### src/rtl/vbs_pkg.sv
package vbs_pkg;
  typedef struct packed {
    logic fall;
    logic rise;
  } vs_edge_t;
endpackage

### src/rtl/vbs_edge_det.sv
module vbs_edge_det
  import vbs_pkg::*;
(
  input  logic     clk_i,
  input  logic     rst_ni,
  input  logic     vsync_i,
  output vs_edge_t edge_o
);
  // reset low: a high level must be seen before any fall counts
  logic vs_q;

  always_ff @(posedge clk_i or negedge rst_ni) begin
    if (!rst_ni) vs_q <= 1'b0;
    else         vs_q <= vsync_i;
  end

  always_comb begin
    edge_o.fall = vs_q & ~vsync_i;
    edge_o.rise = ~vs_q & vsync_i;
  end
endmodule

### src/rtl/vbs_window.sv
module vbs_window
  import vbs_pkg::*;
(
  input  logic     clk_i,
  input  logic     rst_ni,
  input  vs_edge_t edge_i,
  input  logic     vsync_i,
  input  logic     de_i,
  input  logic     bal_en_i,
  output logic     smp_o,
  output logic     vld_o
);
  logic win_q;

  // opening edge only arms the window; capture begins on the next edge
  assign smp_o = win_q & ~vsync_i & ~de_i & bal_en_i;

  always_ff @(posedge clk_i or negedge rst_ni) begin
    if (!rst_ni) begin
      win_q <= 1'b0;
      vld_o <= 1'b0;
    end else begin
      win_q <= edge_i.fall | (win_q & ~edge_i.rise);
      vld_o <= smp_o;
    end
  end
endmodule

### src/rtl/vbs_lane.sv
module vbs_lane (
  input  logic clk_i,
  input  logic rst_ni,
  input  logic smp_i,
  input  logic d_i,
  output logic q_o
);
  always_ff @(posedge clk_i or negedge rst_ni) begin
    if (!rst_ni)    q_o <= 1'b0;
    else if (smp_i) q_o <= d_i;
  end
endmodule

### src/rtl/vblank_sideband_cap.sv
module vblank_sideband_cap
  import vbs_pkg::*;
#(
  parameter int NUM_CTL = 2
) (
  input  logic               clk_i,
  input  logic               rst_ni,
  input  logic               vsync_i,
  input  logic               de_i,
  input  logic               bal_en_i,
  input  logic [NUM_CTL-1:0] side_i,
  output logic [NUM_CTL-1:0] ctl_o,
  output logic               ctl_vld_o
);
  localparam int LastLane = NUM_CTL - 1;

  vs_edge_t vs_edge;
  logic     smp;

  vbs_edge_det u_edge (
    .clk_i   (clk_i),
    .rst_ni  (rst_ni),
    .vsync_i (vsync_i),
    .edge_o  (vs_edge)
  );

  vbs_window u_win (
    .clk_i    (clk_i),
    .rst_ni   (rst_ni),
    .edge_i   (vs_edge),
    .vsync_i  (vsync_i),
    .de_i     (de_i),
    .bal_en_i (bal_en_i),
    .smp_o    (smp),
    .vld_o    (ctl_vld_o)
  );

  for (genvar k = 0; k <= LastLane; k++) begin : g_lane
    vbs_lane u_lane (
      .clk_i  (clk_i),
      .rst_ni (rst_ni),
      .smp_i  (smp),
      .d_i    (side_i[k]),
      .q_o    (ctl_o[k])
    );
  end
endmodule

### config.mk
export PLATFORM = sky130hd
export DESIGN_NAME = vblank_sideband_cap
export DESIGN_NICKNAME = d
export VERILOG_FILES = /design/src/rtl/vbs_pkg.sv /design/src/rtl/vbs_edge_det.sv /design/src/rtl/vbs_window.sv /design/src/rtl/vbs_lane.sv /design/src/rtl/vblank_sideband_cap.sv
export SDC_FILE = /design/constraint.sdc
export NUM_CORES = 1
export LEC_CHECK = 0
export ABC_AREA = 1
export BUFFER_PORTS_ARGS = -buffer_cell sky130_fd_sc_hd__buf_2
export CORE_AREA = 2 2 39 41
export CTS_BUF_LIST = sky130_fd_sc_hd__clkbuf_4
export CTS_CLUSTER_DIAMETER = 40
export CTS_CLUSTER_SIZE = 16
export DETAILED_ROUTE_END_ITERATION = 8
export DIE_AREA = 0 0 41 43
export REMOVE_ABC_BUFFERS = 1
export SETUP_SLACK_MARGIN = 0.5
export SLEW_MARGIN = 20
export SYNTH_ARGS = -nofsm -noshare
export SYNTH_HDL_FRONTEND = slang
export SYNTH_SLANG_ARGS = --single-unit
export TNS_END_PERCENT = 50
### constraint.sdc
create_clock -name clk_i -period 1.9 [get_ports clk_i]
set_input_delay 0.38 -clock clk_i [delete_from_list [all_inputs] [get_ports clk_i]]
set_output_delay 0.38 -clock clk_i [all_outputs]
set_load 0.05 [all_outputs]
# Word level (Yosys, flattened, before mapping)

Index checks and enable logic that the tools add are counted.

Output and inout port bits: 3
Word-level logic and storage cells: 16
Register bits: 5
Bits of input ports: 7

Bitwise operators: 11

Operator list:

| kind              | count |
|---|---|
| bitwise AND 1 bit | 6 |
| NOT 1 bit         | 4 |
| OR 1 bit          | 1 |

# Depth between registers and ports, before layout

Depth in word-level cells: 5
Gate-level depth with buffers: 5
Gate-level depth less buffers: 5

# Cells and area by module

A second synthesis with hierarchy kept.

Cells, all modules: 24
Area total of the unflattened synthesis: 203.9 um^2

Modules (own cells, without submodules):

| module       | sequential area each (um^2) | area each (um^2) | times used | cells each |
|---|---|---|---|---|
| vbs_window   | 50.0                        | 83.8             | 1          | 9 |
| vbs_lane     | 25.0                        | 40.0             | 2          | 5 |
| vbs_edge_det | 25.0                        | 40.0             | 1          | 5 |

# Worst setup path after synthesis

OpenSTA, ideal clock, no wires.

Path kind: register -> output
From: reg u_win.vld_o
To: out ctl_vld_o
Path buffers: 0
Data arrival time: 586 ps
Slack: 934 ps
Cell stages (with the launch flop): 1
Data required time: 1520 ps
Cell sequence: dfrtp_1

RTL lines:

| item                   | line                      | RTL |
|---|---|---|
| start, declared        | vbs_window.sv:11          | `output logic vld_o` |
| start signal, assigned | vbs_window.sv:24          | `vld_o <= smp_o;` |
| end, declared          | vblank_sideband_cap.sv:13 | `output logic ctl_vld_o` |

No word-level cell between the ends.

# Final worst setup path

From: reg g_lane[0].u_lane.q_o
To: out ctl_o[0]

RTL lines:

| item                   | line                      | RTL |
|---|---|---|
| start, declared        | vbs_lane.sv:6             | `output logic q_o` |
| start signal, assigned | vbs_lane.sv:10            | `else if (smp_i) q_o <= d_i;` |
| end, declared          | vblank_sideband_cap.sv:12 | `output logic [NUM_CTL-1:0] ctl_o,` |

No word-level cell between the ends.

==> metrics <==
status=completed; Initial Util=0.157; drt drc=0; # rows=14; most frequent cells in the layout=buf_2 (9), nand2_1 (6), dfrtp_1 (5); Via density=3.30; Mapped Avg Cell Area=9.90 um2; Clock Sinks=5; nets@finish=42; Peak VDD IR=0.000151 V; area delta synth->final=41.4%; Seq/Total Area, Yosys=0.575; most common cell after layout, fill and taps aside=buf_2; RSZ-0062 raised after global routing=no; CP top delay family=flip-flops; Netlist cell types=9; RR Startpoint=u_win.win_q; Layout Cells excl Fill=50; Tcrit/Tclk final=0.641; Syn. warnings=0; synthesized area=218 um2; crit path DAT=840 ps; Final Hold Vio Count=0; total global-route track usage=0.0584; CTS Root Buffer Type=clkbuf_4; die width=41 um; CTS max path bufs=2; largest net degree at the start of global routing=6; initial antenna violation count=0; TritonCTS clock tree=yes; CP Depth=1; input/output buffers=9; die area=1760 um2; Avg WL per Cell=7.10 um; vias in the first global route=172; Cell Chain, Critical Path=buf_2; Critical Path Max Stage Delay=340 ps; Worst-Margin Slew=249 ps; Ports=10; Setup Buffers After CTS=0; Critical Path Start Type=flip-flop; fin. max-slew vios=0; CP Class=flip-flop to output port; clock-pin slew on the worst setup and hold paths=40 ps; crit end category=output port; hold path start=vsync_i; FMAX=821 MHz; #FFs+latches synth=5; first-pass GRT wire length=607 um; pre-CTS setup slack=935 ps; Post-Route Setup TNS=0 ps; Buf/Inv on CP=1; gate count after technology mapping=22; worst-skew pair later-pin latency=240 ps; clk_skew=0.982 ps; Crit-path slowest cell=dfrtp_1; layout cells sized above 1=0.500; fin crit period=1220 ps; Crit path required time=1520 ps; Hold Crit Class=input pin to flip-flop; Power Density=1110 nW/um2; Max Cap Viol=0; DR pass1 iterations=4; Reg2Reg Depth=5; core box area=1380 um2; Clock H-tree levels=1; Leakage=0.172 nW; Post-Route WL=355 um; via count=165; total grt overflow=0; placed cell count=45; Slew Limit Headroom=0.835; hold depth=1; setup ws final=681 ps; Die Y=43 um; ANT nets after route=0; Setup violations, final=0; Final GP Congestion=0.609; Critical path origin=g_lane[0].u_lane.q_o; CP Max Fanout=2; Starting DRT DRC Count=4; Final Total Pwr=0.000341 W; # diodes=0; total CTS buffers=3
==> per-stage QoR <==
step,cell area (um2),util,hold WS (ps)
2_1_floorplan,203,-,84.4
4_1_cts,308,0.222,306
3_3_place_gp,268,0.193,197
3_5_place_dp,268,0.193,199
5_1_grt,308,0.222,310
6_report,308,0.222,316
==> path summary, 6_finish.rpt <==
| check | slack, ps | endpoint |
|---|---|---|
| worst max-delay path | 680 | ctl_o[0] |
| worst min-delay path | 320 | u_edge.vs_q |
| min in group asynchronous | 480 | u_win.vld_o |
| worst max register to register | 1130 | g_lane[0].u_lane.q_o |
| max in group asynchronous | 1290 | g_lane[1].u_lane.q_o |
| worst min register to register | 460 | u_win.win_q |
==> cell families after synthesis <==
logic type	count (synthesis)	share of synthesized area
AOI/OAI and AO/OA	1	0.0230
buffers and inverters	5	0.121
DFF	5	0.575
and+or+nand+nor	11	0.282
==> synthesized netlist by cell type <==
cell type | count | area (um2)
inv_2 | 1 | 3.75
nand3_1 | 2 | 10.0
nand2_1 | 6 | 22.5
dfrtp_1 | 5 | 125
o21ai_1 | 1 | 5.00
inv_1 | 2 | 7.51
nor2_4 | 2 | 22.5
buf_4 | 2 | 15.0
nand2_2 | 1 | 6.26
==> repair_timing <==
item,CTS,global route
hold buffers,1,0
resized for setup,0,0
hold endpoints to repair,5,0
==> state kept, by name (all words and copies together) (netlist names) <==
register / count
g_lane.u_lane.q_o: 2
u_edge.vs_q: 1
u_win.vld_o: 1
u_win.win_q: 1
==> power breakdown <==
part | internal (W) | switching (W) | leakage, nW
clock | 0.0000935 | 0.0000419 | 0.0184
combinational | 0.0000211 | 0.0000584 | 0.0917
sequential | 0.000120 | 0.00000581 | 0.0618
==> routing by layer <==
| metal | GRT usage | share of wire |
|---|---|---|
| met1 | 0.0680 | 0.49 |
| met2 | 0.0594 | 0.39 |
| met3 | 0.0157 | 0.12 |
| met4 | 0.100 | 0 |
| met5 | 0 | 0 |
==> layout make-up <==
type / instances / area (um2)
multi-input combinational: 12 / 66.3
clock buffer: 4 / 30.0
timing repair buffer: 10 / 55.1
fill: 164 / 1080
inverter: 3 / 11.3
tap: 16 / 20.0
sequential: 5 / 125
(Power assumes the default switching activity.)
